$ cat config.mk
export PLATFORM = sky130hd
export DESIGN_NAME = trap_eval_unit
export DESIGN_NICKNAME = d
export VERILOG_FILES = /design/src/rtl/trap_pkg.sv /design/src/rtl/trap_ctrl.sv /design/src/rtl/trap_datapath.sv /design/src/rtl/trap_eval_unit.sv
export SDC_FILE = /design/constraint.sdc
export NUM_CORES = 1
export LEC_CHECK = 0
export BUFFER_PORTS_ARGS = -buffer_cell sky130_fd_sc_hd__buf_2
export CAP_MARGIN = 20
export CORE_MARGIN = 8
export CORE_UTILIZATION = 51
export CTS_CLUSTER_SIZE = 8
export DETAILED_ROUTE_END_ITERATION = 8
export PLACE_DENSITY = 0.88
export REMOVE_ABC_BUFFERS = 1
export SYNTH_ARGS = -nofsm -noshare
export SYNTH_HDL_FRONTEND = slang
export SYNTH_SLANG_ARGS = --single-unit
$ cat constraint.sdc
create_clock -name clk -period 5.9 [get_ports clk]
set_input_delay 0.59 -clock clk [delete_from_list [all_inputs] [get_ports clk]]
set_output_delay 0.59 -clock clk [all_outputs]
set_load 0.1 [all_outputs]
$ cat src/rtl/trap_pkg.sv
package trap_pkg;
  localparam int REG_W   = 64;
  localparam int WORD_W  = 32;
  localparam int IMM_W   = 16;
  localparam int INSTR_W = 32;
  localparam int MASK_W  = 5;
  localparam int RA_W    = 5;
  localparam int OPC_W   = 6;

  localparam logic [OPC_W-1:0] OPC_WORD_IMM  = 6'd3;
  localparam logic [OPC_W-1:0] OPC_DWORD_IMM = 6'd2;

  // condition bit positions inside the mask (value weights 1..16)
  localparam int C_UGT = 0;
  localparam int C_ULT = 1;
  localparam int C_EQ  = 2;
  localparam int C_SGT = 3;
  localparam int C_SLT = 4;

  typedef struct packed {
    logic              capture;
    logic              evalEn;
    logic              wideCmp;
    logic [MASK_W-1:0] condMask;
    logic              typedCand;
  } trapStrobes_t;
endpackage

$ cat src/rtl/trap_ctrl.sv
module trap_ctrl
  import trap_pkg::*;
(
  input  logic               clk,
  input  logic               rst,
  input  logic               inValid,
  input  logic [INSTR_W-1:0] instrWord,
  output trapStrobes_t       strobes,
  output logic [IMM_W-1:0]   immField,
  output logic               outValid
);
  localparam int OPC_LSB  = INSTR_W - OPC_W;
  localparam int MASK_LSB = OPC_LSB - MASK_W;
  localparam int RA_LSB   = MASK_LSB - RA_W;

  logic [OPC_W-1:0]  opcField;
  logic [MASK_W-1:0] maskField;
  logic [RA_W-1:0]   raField;
  logic              isWord;
  logic              isDword;

  assign opcField  = instrWord[INSTR_W-1:OPC_LSB];
  assign maskField = instrWord[OPC_LSB-1:MASK_LSB];
  assign raField   = instrWord[MASK_LSB-1:RA_LSB];
  assign immField  = instrWord[IMM_W-1:0];

  assign isWord  = (opcField == OPC_WORD_IMM);
  assign isDword = (opcField == OPC_DWORD_IMM);

  always_comb begin
    strobes.capture   = inValid;
    strobes.evalEn    = isWord | isDword;
    strobes.wideCmp   = isDword;
    strobes.condMask  = maskField;
    strobes.typedCand = isWord && (&maskField) && (raField == '0);
  end

  always_ff @(posedge clk) begin
    if (rst) outValid <= 1'b0;
    else     outValid <= inValid;
  end
endmodule

$ cat src/rtl/trap_datapath.sv
module trap_datapath
  import trap_pkg::*;
#(
  parameter int                PC_W        = 64,
  parameter logic [PC_W-1:0]   TRAP_VECTOR = 'h700
) (
  input  logic              clk,
  input  logic              rst,
  input  trapStrobes_t      strobes,
  input  logic [IMM_W-1:0]  immField,
  input  logic [REG_W-1:0]  regValue,
  input  logic [PC_W-1:0]   curPc,
  output logic              trapReq,
  output logic [PC_W-1:0]   nextPc,
  output logic [PC_W-1:0]   excVector,
  output logic              statusTrapFlag,
  output logic              typedValid,
  output logic [IMM_W-1:0]  typedCode
);
  localparam int HI_W = REG_W - WORD_W;
  localparam logic [PC_W-1:0] PC_STEP = PC_W'(4);

  logic [REG_W-1:0]  immWide;
  logic [REG_W-1:0]  sA, sB, uA, uB;
  logic [MASK_W-1:0] condHold;
  logic              fire;

  assign immWide = {{(REG_W-IMM_W){immField[IMM_W-1]}}, immField};

  // word form: sign-extend low halves for signed, zero-extend for unsigned
  always_comb begin
    if (strobes.wideCmp) begin
      sA = regValue;
      sB = immWide;
      uA = regValue;
      uB = immWide;
    end else begin
      sA = {{HI_W{regValue[WORD_W-1]}}, regValue[WORD_W-1:0]};
      sB = immWide;
      uA = {{HI_W{1'b0}}, regValue[WORD_W-1:0]};
      uB = {{HI_W{1'b0}}, immWide[WORD_W-1:0]};
    end
  end

  always_comb begin
    condHold        = '0;
    condHold[C_SLT] = $signed(sA) < $signed(sB);
    condHold[C_SGT] = $signed(sA) > $signed(sB);
    condHold[C_EQ]  = (uA == uB);
    condHold[C_ULT] = uA < uB;
    condHold[C_UGT] = uA > uB;
  end

  assign fire = strobes.evalEn && |(condHold & strobes.condMask);

  always_ff @(posedge clk) begin
    if (rst) begin
      trapReq        <= 1'b0;
      nextPc         <= '0;
      excVector      <= '0;
      statusTrapFlag <= 1'b0;
      typedValid     <= 1'b0;
      typedCode      <= '0;
    end else if (strobes.capture) begin
      trapReq        <= fire;
      nextPc         <= fire ? curPc : curPc + PC_STEP;
      excVector      <= fire ? TRAP_VECTOR : '0;
      statusTrapFlag <= fire;
      typedValid     <= fire && strobes.typedCand;
      typedCode      <= (fire && strobes.typedCand) ? immField : '0;
    end
  end
endmodule

$ cat src/rtl/trap_eval_unit.sv
module trap_eval_unit
  import trap_pkg::*;
#(
  parameter int              PC_W        = 64,
  parameter logic [PC_W-1:0] TRAP_VECTOR = 'h700
) (
  input  logic               clk,
  input  logic               rst,
  input  logic               inValid,
  input  logic [INSTR_W-1:0] instrWord,
  input  logic [PC_W-1:0]    curPc,
  input  logic [REG_W-1:0]   regValue,
  output logic               outValid,
  output logic               trapReq,
  output logic [PC_W-1:0]    nextPc,
  output logic [PC_W-1:0]    excVector,
  output logic               statusTrapFlag,
  output logic               typedValid,
  output logic [IMM_W-1:0]   typedCode
);
  trapStrobes_t     strobes;
  logic [IMM_W-1:0] immField;

  trap_ctrl u_ctrl (
    .clk(clk), .rst(rst), .inValid(inValid), .instrWord(instrWord),
    .strobes(strobes), .immField(immField), .outValid(outValid)
  );

  trap_datapath #(.PC_W(PC_W), .TRAP_VECTOR(TRAP_VECTOR)) u_dp (
    .clk(clk), .rst(rst), .strobes(strobes), .immField(immField),
    .regValue(regValue), .curPc(curPc), .trapReq(trapReq), .nextPc(nextPc),
    .excVector(excVector), .statusTrapFlag(statusTrapFlag),
    .typedValid(typedValid), .typedCode(typedCode)
  );
endmodule

Yosys cells after proc, flatten, opt, wreduce, memory -nomap -nowiden
Cells that the tools add are included.
{ "classes": {"add_sub_neg": 1, "mul": 0, "div_mod_pow": 0, "order_cmp": 4, "eq_ne": 3, "n_shift": 0, "muxes": 6, "bitwise_logic": 2, "reduce_logical": 7} }
{ "op_table": {"columns": ["op", "n"], "rows": [
  ["two-way mux 64 bit", 4],
  ["adder 64 x 3 -> 64 bit, second input constant", 1],
  ["equality test 64 bit", 1],
  ["greater-than comparator 64 x 16 -> 1 bit", 1],
  ["greater-than comparator 64 bit", 1],
  ["less-than comparator 64 x 16 -> 1 bit", 1],
  ["less-than comparator 64 bit", 1],
  ["two-way mux 16 bit", 1],
  ["equality test 6 x 2 -> 1 bit, second input constant", 2],
  ["two-way mux 11 bit", 1],
  ["bitwise AND 5 bit", 1],
  ["logical NOT 5 bit", 1],
  ["AND reduction 5 bit", 1],
  ["OR reduction 5 bit", 1],
  ["logical AND 1 bit", 4],
  ["OR 1 bit", 1]
]} }
{ "word_totals": {"ff_bits": 147, "latchBits": 0, "mem_bits_rw": 0, "rom_bits": 0, "input_bits": 163, "out_inout_bits": 148, "word_cells": 29, "n_memories": 0} }

Logic depth before layout (Yosys ltp)
Gate-level depths: netlist (run 1).
{ "logic_depth": {"word_depth": 8, "ltp_mapped": 20, "ltp_nobuf": 15} }

Hierarchy
A second synthesis (run 1) with hierarchy kept.
{ "unflattened": {"cells_unflattened": 1094, "area_unflattened_um2": 8154.1} }
{ "by_module_without_submodules": {"columns": ["mod", "instances", "cells_each", "area_per_inst_um2", "seq_area_each_um2"], "rows": [
  ["trap_datapath", 1, 1061, 7885.1, 1641.6],
  ["trap_ctrl", 1, 33, 269.0, 20.0]
]} }

Worst setup path after synthesis (run 1)
Ideal clock, no wire load.
{ "synth_path": {"path_kind": "in2reg", "startpoint": "in instrWord[31]", "endpoint": "reg u_dp.nextPc[9]", "t_arrival_ps": 4891, "t_required_ps": 5809, "slack_ps": 918, "stages": 19, "n_path_buf": 4, "path_cell_list": "or3b_1 > buf_2 > or3_4 > buf_6 > nand2_1 > buf_1 > nand2_1 > ha_1 > a21oi_1 > o21ai_0 > a2111oi_0 > o21ai_0 > a221o_1 > o22a_1 > nor2_1 > a31oi_4 > buf_6 > or4_1 > a311oi_1"} }
{ "synth_between": {"elab_chain_len": 7, "elab_cells_between_ends": 15} }
{ "synth_lines": {"columns": ["item", "line", "rtl"], "rows": [
  ["start, declared", "trap_eval_unit.sv:10", "input logic [INSTR_W-1:0] instrWord,"],
  ["equality test 6 x 2 -> 1 bit", "trap_ctrl.sv:28", "assign isDword = (opcField == OPC_DWORD_IMM);"],
  ["two-way mux 64 bit", "trap_datapath.sv:32", "if (strobes.wideCmp) begin"],
  ["greater-than comparator 64 bit (tied with other cells)", "trap_datapath.sv:51", "condHold[C_UGT] = uA > uB;"],
  ["bitwise AND 5 bit", "trap_datapath.sv:54", "assign fire = strobes.evalEn && |(condHold & strobes.condMask);"],
  ["OR reduction 5 bit", "trap_datapath.sv:54", null],
  ["logical AND 1 bit *", "trap_datapath.sv:54", null],
  ["two-way mux 64 bit *", "trap_datapath.sv:66", "nextPc <= fire ? curPc : curPc + PC_STEP;"],
  ["end signal, assigned", "trap_datapath.sv:66", null],
  ["end, declared", "trap_datapath.sv:14", "output logic [PC_W-1:0] nextPc,"]
]} }
Mark *: on every way between the ends. The rest lies on a longest branch, timed or not.
A chain may end at the register's enable or synchronous reset.

Worst setup path in the final report (run 1)
Ends and elaborated chain as after synthesis.

==> results of run 1 <==
==> worst reg2reg max path, delay by kind of cell, from the launching register on <==
family | cells | cell delay [ns]
flip-flops | 1 | 0.32
AO/OA/AOI/OAI | 2 | 0.43
==> per-layer routing <==
| metal | vias to the layer above | global-route usage | share of wire |
|---|---|---|---|
| met3 | 35 | 0.0440 | 0.095 |
| li1 | 4359 | - | - |
| met5 | - | 0 | 0 |
| met1 | 4197 | 0.308 | 0.41 |
| met2 | 451 | 0.435 | 0.48 |
| met4 | 0 | 0.0837 | 0.017 |
==> stage by stage <==
step	instance area [um2]	utilization	setup TNS [ns]	cells
2_1_floorplan	7460	-	-0.0773	1020
3_5_place_dp	9110	0.584	0	1500
6_report	9380	0.601	0	1517
3_3_place_gp	9110	0.584	0	1500
4_1_cts	9380	0.601	0	1516
5_1_grt	9380	0.601	0	1516
==> state kept, by name, summed over array words and instances, names as in the netlist <==
signal,flops
u_dp.excVector,1
u_ctrl.outValid,1
u_dp.nextPc,64
u_dp.typedCode,16
u_dp.typedValid,1
==> report_power, final <==
| group | internal [uW] | total [uW] | switching [uW] | leakage, uW |
|---|---|---|---|---|
| registers | 591 | 609 | 17.9 | 0.000684 |
| clock network | 285 | 525 | 240 | 0.000133 |
| logic | 158 | 765 | 607 | 0.00361 |
| total | 1030 | 1900 | 865 | 0.00442 |
==> logic make-up (layout without fill, tap and decap cells) <==
family                     after synthesis  in the layout  share of synthesized area
DFF                                     83             83                      0.207
xor gates and xnor gates                 1              1                    0.00109
other                                    1             62                   0.000468
muxes                                    3              3                    0.00375
and+or+nand+nor                        470            470                      0.295
AOI/OAI and AO/OA                      267            267                      0.240
buffers and inverters                  182            331                      0.121
adders and majority gates               84             84                      0.131
==> worst max-delay path by stage <==
stage / to / slack, ns / startpoint
6_report: u_dp.nextPc[9] / 0.70 / instrWord[31]
5_1_grt: u_dp.nextPc[24] / 0.36 / instrWord[31]
4_1_cts: u_dp.nextPc[17] / 0.74 / instrWord[31]
3_5_place_dp: u_dp.nextPc[17] / 0.39 / instrWord[31]
3_3_place_gp: u_dp.nextPc[19] / 0.55 / instrWord[31]
2_1_floorplan: u_dp.nextPc[10] / -0.03 / instrWord[31]
==> layout make-up <==
| class | count | area, um2 | area share |
|---|---|---|---|
| multi-input cells | 886 | 5610 | 0.598 |
| inverters | 51 | 191 | 0.0204 |
| clock inverters | 6 | 40.0 | 0.00427 |
| diodes | 1 | 2.50 | 0.000267 |
| flip-flops and latches | 83 | 1660 | 0.177 |
| well taps | 216 | 270 | 0.0288 |
| repair buffers | 264 | 1370 | 0.146 |
| clock buffers | 10 | 229 | 0.0244 |
==> synthesized netlist by cell type, drive strengths merged (3+ instances only) <==
master   number  area share
a31oi        10      0.0097
o2111ai       7      0.0077
clkbuf       45       0.021
o21bai        3      0.0028
ha           84        0.13
a211oi       10       0.010
nand4        26       0.020
a32oi         6      0.0066
mux2i         3      0.0037
a211o         5      0.0055
a311oi       26       0.029
a21boi       13       0.012
nand3        90       0.056
a221o         3      0.0037
buf          86       0.076
inv          51       0.024
a21oi        57       0.036
a21o         11       0.010
nor2b        18       0.014
or4          23       0.022
o21a          3      0.0028
nor4         16       0.012
and2          5      0.0039
or3          12       0.010
o21ai        30       0.019
and3         17       0.013
a22oi         3      0.0028
and4          9      0.0098
o41ai         3      0.0033
o31ai        19       0.018
nor2         75       0.035
nor3         34       0.022
nand2       124       0.058
or2           7      0.0055
dfxtp        83        0.21
o211ai       39       0.038
nand2b        6      0.0047
==> impl_results.md, run 1 <==
- Routability cong.: roughly 0.95
- Worst slew pin tran: ~0.87 ns
- Port Buffers: between 200 and 250
- Worst r2r src: u_dp.nextPc[36]
- Critical path startpoint category: input pin
- Synth Flop Type: dfxtp_1
- Hpwl dp: roughly 20000 um
- EDFF count, synth: 0
- Mapped cell area: 0.00801 mm2
- Final hold vios: 0
- Final Slew Violations: 0
- Min cycle time layout: 5.20 ns
- Crit. End Element: register
- Clk sinks: 83
- Pre-antenna DRT Iters: 5
- Clk_skew: 0 ns
- FMAX: around 0.19 GHz
- Vias/cell: 5.96
- Buf+Inv Stages, Crit Path: 3
- Initial antenna violation count: 0
- Starting Density: 0.514
- Share of cells above drive strength 1: 0.228
- RSZ-0062 raised after global routing: no
- VDD IR-drop max: around 0.12 mV
- Hold endpoint: u_dp.nextPc[16]
- Final net count: between 1500 and 2000
- Setup Fix Bufs, Post-CTS: 0
- Deepest clock path buffer count: 2
- Fin crit share: 0.882
- Delay-heaviest family, CP: simple AND/OR/NAND/NOR gates
- Num CTS Buffers: 9
- Congestion Overflow GR: 0
- Core area: ~0.016 mm2
- Max-slew headroom: 0.419
- WL per Instance: ~17 um
- Total die area: between 0.015 and 0.02 mm2
- Critical-path cell list: buf_2 -> or3b_1 -> or3_4 -> nand2_1 -> buf_4 -> nand2_1 -> ha_1 -> a21oi_1 -> o21ai_0 -> a2111oi_0 -> o21ai_0 -> a221o_1 -> o22a_1 -> nor2_1 -> a31oi_4 -> buf_12 -> or4_1 -> a311oi_1
- Largest net degree at the start of global routing: a little under 90
- Final WL: 26400 um
- FF-to-FF path depth: 2
- First-pass GRT wire length: about 42000 um
- Max incr delay on CP: around 0.50 ns
- Synth unique cells: 70
- ANT nets after route: 0
- Most common cell after layout, fill and taps aside: buf_2
- Outcome: complete, no violations
- Area Overhead vs Synth: 17.1%
- Vias: around 9000
- Hold Path Cell Cnt: 2
- Synth warn: 0
- Cell count after synthesis: ~1100
- Critical path type: in2reg
- Worst setup margin: 0.697 ns
- Vias in the first global route: 8495
- I/O pin count: 311
- CTS tree: yes
- Worst-path fanout max: 63
- Starting DRT DRC Count: about 800
- Pre-CTS setup slack: approximately 0.39 ns
- Hold_buf cts: 0
- Rows: 46
- Tightest Hold Check Type: reg2reg
- Clock slew at reported path FFs: ~0.06 ns
- Pleak: around 0.0044 uW
- # fillers: between 1000 and 1500
- Drt drc: 0
- Register bit total from synthesis: 83
- Die W: approximately 140 um
- Setup slack, reg-to-reg: 5.05 ns
- Min Hold Slack: 0.480 ns
- Clock root buffer: clkbuf_16
- Mean Syn Cell Area: ~7.3 um2
- Data arrival, critical path: approximately 5.4 ns
- Post-synth ARST share: 0
- Hold_sp: u_dp.nextPc[16]
- Gr usage total: 0.251
- Total power: 1900 uW
- Final setup violation count: 0
- Post-CTS Resized: 0
- Part of the Yosys area used for sequential elements: 0.207
- Clock latency on the worst-skew pair: 0.33 ns
- Commonest non-fill, non-tap cells in the layout: buf_2 (248), nand2_1 (124), nand3_1 (90)
- Crit path max-delay cell type: or3b_1
- Die H: between 100 and 150 um
- CP required: between 6 and 7 ns
- Levels on crit path: 18
- Reg-to-Reg End: u_dp.nextPc[36]
- Max_cap viols: 0
- H-tree depth: 3
- Power Dens Cells: slightly above 200 mW/mm2
Note: power is estimated with default switching activity, not from simulation.
==> run 2, diff against run 1 <==
- MAX_ROUTING_LAYER: not set -> met4
==> run 2 against run 1 <==
Worst setup slack gained 0.031 ns. Combinational power rose by 0.7%. Via count rose by 1.1%. Global-route usage is 1.0 points higher. Critical path depth decreased by 1. Clock skew unchanged. Non-clock buffer count increased by 6. Largest cell class unchanged. Highest routed layer unchanged.
==> impl_results.md, run 2 (same netlist as run 1, synthesis figures left out) <==
- Sw Pwr: 874 uW (+1.1%)
- Setup slack, reg-to-reg: 5.05 ns (about the same)
- Tightest Hold Check Type: in2reg
- Total die area: 0.0200 mm2 (unchanged)
- Clk sinks: 83 (unchanged)
- Fin crit share: 0.877 (-0.00523)
- Starting Density: 0.514 (unchanged)
- Num CTS Buffers: 9 (unchanged)
- Switching share of total power: 0.438 (-0.0175)
- CTS tree: yes
- First-pass GRT wire length: 42300 um (+1.0%)
- Final Slew Violations: 0 (unchanged)
- Crit. End Element: register
- Max-slew headroom: 0.333 (-0.0864)
- Fin area: 0.00950 mm2 (+1.3%)
- Data arrival, critical path: 5.39 ns (-0.05 ns)
- Core area: 0.0156 mm2 (unchanged)
- Critical path type: in2reg
- Vias in the first global route: 8630 (+1.6%)
- Hold Path Cell Cnt: 3 (+1)
- FMAX: 0.193 GHz (+0.60%)
- Deepest clock path buffer count: 2 (unchanged)
- H-tree depth: 3 (unchanged)
- Routability cong.: 0.942 (-0.60%)
- Hold_buf cts: 0 (unchanged)
- I/O pin count: 311 (unchanged)
- Worst slew pin tran: 1.00 ns (+0.128 ns)
- Commonest non-fill, non-tap cells in the layout: buf_2 (248), nand2_1 (124), nand3_1 (90)
- Pre-antenna DRT Iters: 5 (unchanged)
- Worst setup path endpoint: u_dp.nextPc[59]
- Port Buffers: 249 (unchanged)
- Post-CTS Resized: 0 (unchanged)
- Hpwl dp: 20400 um (+0.59%)
- Clock share of power: 0.310 (+0.034)
- Max reg flops: 64 (unchanged)
- RSZ-0062 raised after global routing: no
- Min cycle time layout: 5.17 ns (-0.0309 ns)
- Pleak: 0.00449 uW (+1.5%)
- Setup Fix Bufs, Post-CTS: 0 (unchanged)
- Rows: 46 (unchanged)
- Vias: 9140 (+1.1%)
- Worst setup margin: 0.728 ns (+0.0309 ns)
- Pre-CTS setup slack: 0.435 ns (+0.0491 ns)
- Combinational Power Share: 0.386 (-0.017)
- ANT nets after route: 0 (unchanged)
- Critical path startpoint category: input pin
- Final hold vios: 0 (unchanged)
- Congestion Overflow GR: 0 (unchanged)
- Placed Cells: 1505 (+0.33%)
- Die H: 141 um (unchanged)
- Non-filler cells, final: 1527 (+0.66%)
- Area Overhead vs Synth: 18.6%
- Clock root buffer: clkbuf_16
- Hold_sp: curPc[0]
- Starting DRT DRC Count: 913 (+11%)
- Clk_skew: 0 ns (unchanged)
- Crit path max-delay cell type: nand4_1
- Largest Register: u_dp.nextPc
- Critical path origin: instrWord[31]
- Share of cells above drive strength 1: 0.233 (+0.00431)
- Reg-to-Reg End: u_dp.nextPc[63]
- Largest registers: u_dp.nextPc (64), u_dp.typedCode (16)
- Total power: 2000 uW (+5.2%)
- Most common cell after layout, fill and taps aside: buf_2
- Final WL: 26700 um (+0.91%)
- Setup tns final: 0 ns (unchanged)
- Worst r2r src: u_dp.nextPc[63]
- Max_cap viols: 0 (unchanged)
- WL per Instance: 17.5 um (+0.25%)
- Vias/cell: 5.99 (+0.42%)
- Die W: 141 um (unchanged)
- VDD IR-drop max: 0.128 mV (+2.6%)
- Drt drc: 0 (unchanged)
- Power Dens Cells: 210 mW/mm2 (+3.8%)
- Clock slew at reported path FFs: 0.06 ns (about the same)
- Area of placed instances: 0.00915 mm2 (+0.41%)
- Final net count: 1548 (+0.39%)
- Int Pwr: 1120 uW (+8.6%)
- Clock latency on the worst-skew pair: 0.34 ns (about the same)
- Sequential Area: 0.00166 mm2 (unchanged)
- Gr usage total: 0.261 (+0.0104)
- Largest net degree at the start of global routing: 115 (+32%)
- Fraction of power consumed by sequential logic: 0.305 (-0.016)
- Multi-input logic area: 0.00561 mm2 (unchanged)
- Initial antenna violation count: 2 (+2)
- Outcome: complete, no violations
- Worst-path fanout max: 32 (-49%)
- Max incr delay on CP: 0.68 ns (+0.18 ns)
- Critical-path cell list: buf_2 -> or3b_1 -> or3_4 -> nand2_1 -> buf_4 -> nand2_1 -> ha_1 -> nand4_1 -> nor4_1 -> nand3_1 -> o21ai_0 -> nor2_1 -> o22a_1 -> nor2_1 -> nand4_1 -> a21boi_0 -> o211ai_1
- # fillers: 1457 (+3.3%)
- FF-to-FF path depth: 4 (+2)
- CP required: 6.12 ns (-0.02 ns)
- Final setup violation count: 0 (unchanged)
==> run 2: cell type report <==
class	count	area share
timing repair buffer	270	0.151
antenna	5	0.00132
multi-input combinational	886	0.590
clock inverter	7	0.00974
inverter	51	0.0201
tap	216	0.0284
sequential	83	0.175
clock buffer	9	0.0237
==> run 2: per-layer routing <==
metal  wire, um  global-route usage  up-vias
met2      12600               0.432      476
li1           -                   -     4385
met1      10800               0.316     4221
met5          0                   -        -
met3       2600              0.0444       58
met4        646              0.0922        0
==> run 2: power groups by stage <==
stage	clock network [uW]	logic, uW	registers (uW)
after floorplan	0	350	840
after detailed placement	0	761	621
final	619	770	609
after global placement	0	749	620
after global routing	650	816	611
after CTS	624	763	608
==> run 2: worst min path at each step <==
stage,to,slack (ns)
floorplan,u_dp.nextPc[10],0.66
global placement,u_dp.typedValid,0.47
detailed placement,u_dp.nextPc[22],0.48
CTS,u_dp.nextPc[0],0.48
global route,u_dp.nextPc[15],0.50
finish,u_dp.nextPc[0],0.48
==> run 2: worst max-delay path: cells and delay by family <==
kind / cells / cell delay, ns
compound gates: 4 / 0.95
simple gates: 10 / 3.13
fa+ha+maj: 1 / 0.33
buf+inv: 2 / 0.38
==> run 2: through the flow <==
| step | utilization | hold slack [ns] |
|---|---|---|
| floorplan | - | 0.662 |
| global placement | 0.586 | 0.466 |
| detailed placement | 0.586 | 0.477 |
| CTS | 0.607 | 0.477 |
| global route | 0.609 | 0.504 |
| finish | 0.609 | 0.481 |
==> run 3, diff against run 2 <==
- ABC_AREA: not set -> 1
- CORE_UTILIZATION: 51 -> 52
==> run 3 against run 2 <==
Cell count rose by 22%. Clock power rose by 1%. Sequential power fell by 1%. Global-route usage rose by 0.22 points. Worst setup slack improved by 0.59 ns. Critical endpoint is now u_dp.nextPc[18]. Largest cell class unchanged. Largest power group unchanged.
==> impl_results.md, run 3 <==
- FMAX: 0.218 GHz (+13%)
- Port Buffers: 249 (unchanged)
- Synth Flop Type: dfxtp_1
- Mean Syn Cell Area: 6.19 um2 (-16%)
- Hpwl dp: 22500 um (+11%)
- Most frequent cell after synthesis: nand2_1
- Worst-path fanout max: 63 (+97%)
- Core area: 0.0166 mm2 (+6.7%)
- Max incr delay on CP: 0.76 ns (+0.08 ns)
- Die H: 147 um (+3.7%)
- Clock root buffer: clkbuf_16
- Vias/cell: 5.25 (-12%)
- Starting DRT DRC Count: 773 (-15%)
- Power Dens Cells: 198 mW/mm2 (-6.0%)
- Final hold vios: 0 (unchanged)
- Final net count: 1887 (+22%)
- Area Overhead vs Synth: 15.7%
- Most common cell after layout, fill and taps aside: nand2_1
- WL per Instance: 15.3 um (-12%)
- Largest net degree at the start of global routing: 85 (-26%)
- Max reg flops: 64 (unchanged)
- Non-filler cells, final: 1868 (+22%)
- Multi-input logic area: 0.00593 mm2 (+5.7%)
- Delay-heaviest family, CP: simple AND/OR/NAND/NOR gates
- Num CTS Buffers: 9 (unchanged)
- Buf+Inv Stages, Crit Path: 4 (+2)
- Synth top area share: 0.187 (-0.0201)
- ANT nets after route: 0 (unchanged)
- Die W: 147 um (+3.7%)
- Data arrival, critical path: 4.77 ns (-0.62 ns)
- Top cell by count, worst path: nand2_1
- Final Slew Violations: 0 (unchanged)
- Crit. End Element: register
- Placed Cells: 1848 (+23%)
- Starting Density: 0.533 (+0.0194)
- Deepest clock path buffer count: 2 (unchanged)
- Synth warn: 0 (unchanged)
- Drt drc: 0 (unchanged)
- Routability cong.: 0.934 (-0.82%)
- Share of cells above drive strength 1: 0.187 (-0.0454)
- Post-synth top cells: nand2_1 (331), inv_1 (192), nand3_1 (181), a21oi_1 (117), nor2_1 (101)
- Fin crit share: 0.777 (-0.0995)
- Clock slew at reported path FFs: 0.06 ns (about the same)
- Cell taking the most area after synthesis: dfxtp_1
- Worst slew pin tran: 0.926 ns (-0.0739 ns)
- Sequential Area: 0.00166 mm2 (unchanged)
- Pre-antenna DRT Iters: 5 (unchanged)
- Top cells by area, synth: dfxtp_1 (19%), nand2_1 (14%), ha_1 (12%)
- Worst setup margin: 1.31 ns (+0.587 ns)
- H-tree depth: 3 (unchanged)
- CTS tree: yes
- Fin area: 0.0103 mm2 (+8.0%)
- Crit path max-delay cell type: nand2_1
- Pleak: 0.00557 uW (+24%)
- RSZ-0062 raised after global routing: no
- Clk sinks: 83 (unchanged)
- First-pass GRT wire length: 45900 um (+8.4%)
- Max_cap viols: 0 (unchanged)
- VDD IR-drop max: 0.155 mV (+21%)
- EDFF count, synth: 0 (unchanged)
- Post-CTS Resized: 0 (unchanged)
- Clock latency on the worst-skew pair: 0.35 ns (about the same)
- Commonest non-fill, non-tap cells in the layout: nand2_1 (331), buf_2 (249), inv_1 (192)
- Mapped cell area: 0.00887 mm2 (+11%)
- Synth unique cells: 37 (-47%)
- CP required: 6.09 ns (-0.03 ns)
- I/O pin count: 311 (unchanged)
- Initial antenna violation count: 2 (unchanged)
- Critical path type: in2reg
- Final setup violation count: 0 (unchanged)
- Setup Fix Bufs, Post-CTS: 0 (unchanged)
- Setup tns final: 0 ns (unchanged)
- Tightest Hold Check Type: reg2reg
- Critical path startpoint category: input pin
- Outcome: complete, no violations
- Max-slew headroom: 0.383 (+0.0500)
- Congestion Overflow GR: 0 (unchanged)
- Vias: 9815 (+7.4%)
- Clk_skew: 0 ns (unchanged)
- Hold_buf cts: 0 (unchanged)
- Min cycle time layout: 4.59 ns (-0.587 ns)
- Pre-CTS setup slack: 1.02 ns (+0.582 ns)
- Part of the Yosys area used for sequential elements: 0.187 (-0.0201)
- Register bit total from synthesis: 83 (unchanged)
- Final WL: 28700 um (+7.5%)
- Rows: 47 (+2.2%)
- Area of placed instances: 0.00991 mm2 (+8.3%)
- Cell count after synthesis: 1434 (+31%)
- Post-synth ARST share: 0 (unchanged)
- Largest Register: u_dp.nextPc
- Total die area: 0.0215 mm2 (+7.6%)
- Gr usage total: 0.264 (+0.00220)
- # fillers: 1605 (+10%)
- Largest registers: u_dp.nextPc (64), u_dp.typedCode (16)
- Vias in the first global route: 9396 (+8.9%)
[run 3: power by group]
group | switching, uW | leakage, uW | internal, uW
Clock | 235 | 0.000162 | 392
Combinational | 635 | 0.00472 | 166
Sequential | 14.2 | 0.000681 | 587
Total | 884 | 0.00557 | 1140
[run 3: layout make-up]
type                            instances  area share
Antenna cell                            4    0.000975
Clock buffer                           11      0.0246
Clock inverter                          4     0.00719
Inverter                              200      0.0731
Multi-Input combinational cell       1090       0.578
Sequential cell                        83       0.162
Tap cell                              220      0.0268
Timing Repair Buffer                  256       0.128
[run 3: metal layers]
layer  vias up  track usage  share of wire
met4         0        0.114          0.032
li1       4913            -              -
met3        63       0.0507          0.080
met2       444        0.434           0.48
met5         -            -              0
met1      4395        0.307           0.41
[run 3: metrics by stage]
| step | utilization | total power [uW] | hold slack (ns) |
|---|---|---|---|
| floorplan | - | 1210 | 0.659 |
| global placement | 0.595 | 1390 | 0.446 |
| detailed placement | 0.595 | 1410 | 0.448 |
| CTS | 0.615 | 2030 | 0.458 |
| global route | 0.616 | 2120 | 0.474 |
| finish | 0.617 | 2030 | 0.460 |
[run 3: path summary, 6_finish.rpt]
path	from	to	slack [ns]	cells past startpoint
worst max register to register	u_dp.excVector[9]	u_dp.excVector[9]	5.18	2
worst min register to register	u_dp.nextPc[0]	u_dp.nextPc[0]	0.46	2
worst min-delay path	u_dp.nextPc[0]	u_dp.nextPc[0]	0.46	2
worst max-delay path	instrWord[31]	u_dp.nextPc[18]	1.31	25
[run 3: worst reg2reg max path, cell delays in order, from the launching register on]
cell and delay, ns:
dfxtp_1 0.41, nand2_1 0.07, a21oi_1 0.15
[run 3: cells by family (layout without fill, tap and decap cells)]
logic type / Yosys count / count (layout) / synth area share
adders and majority gates: 84 / 84 / 0.118
DFF: 83 / 83 / 0.187
and+or+nand+nor: 702 / 702 / 0.353
AOI/OAI and AO/OA: 183 / 183 / 0.110
buffers and inverters: 321 / 471 / 0.171
other: 1 / 65 / 0.000423
xor gates and xnor gates: 60 / 60 / 0.0592
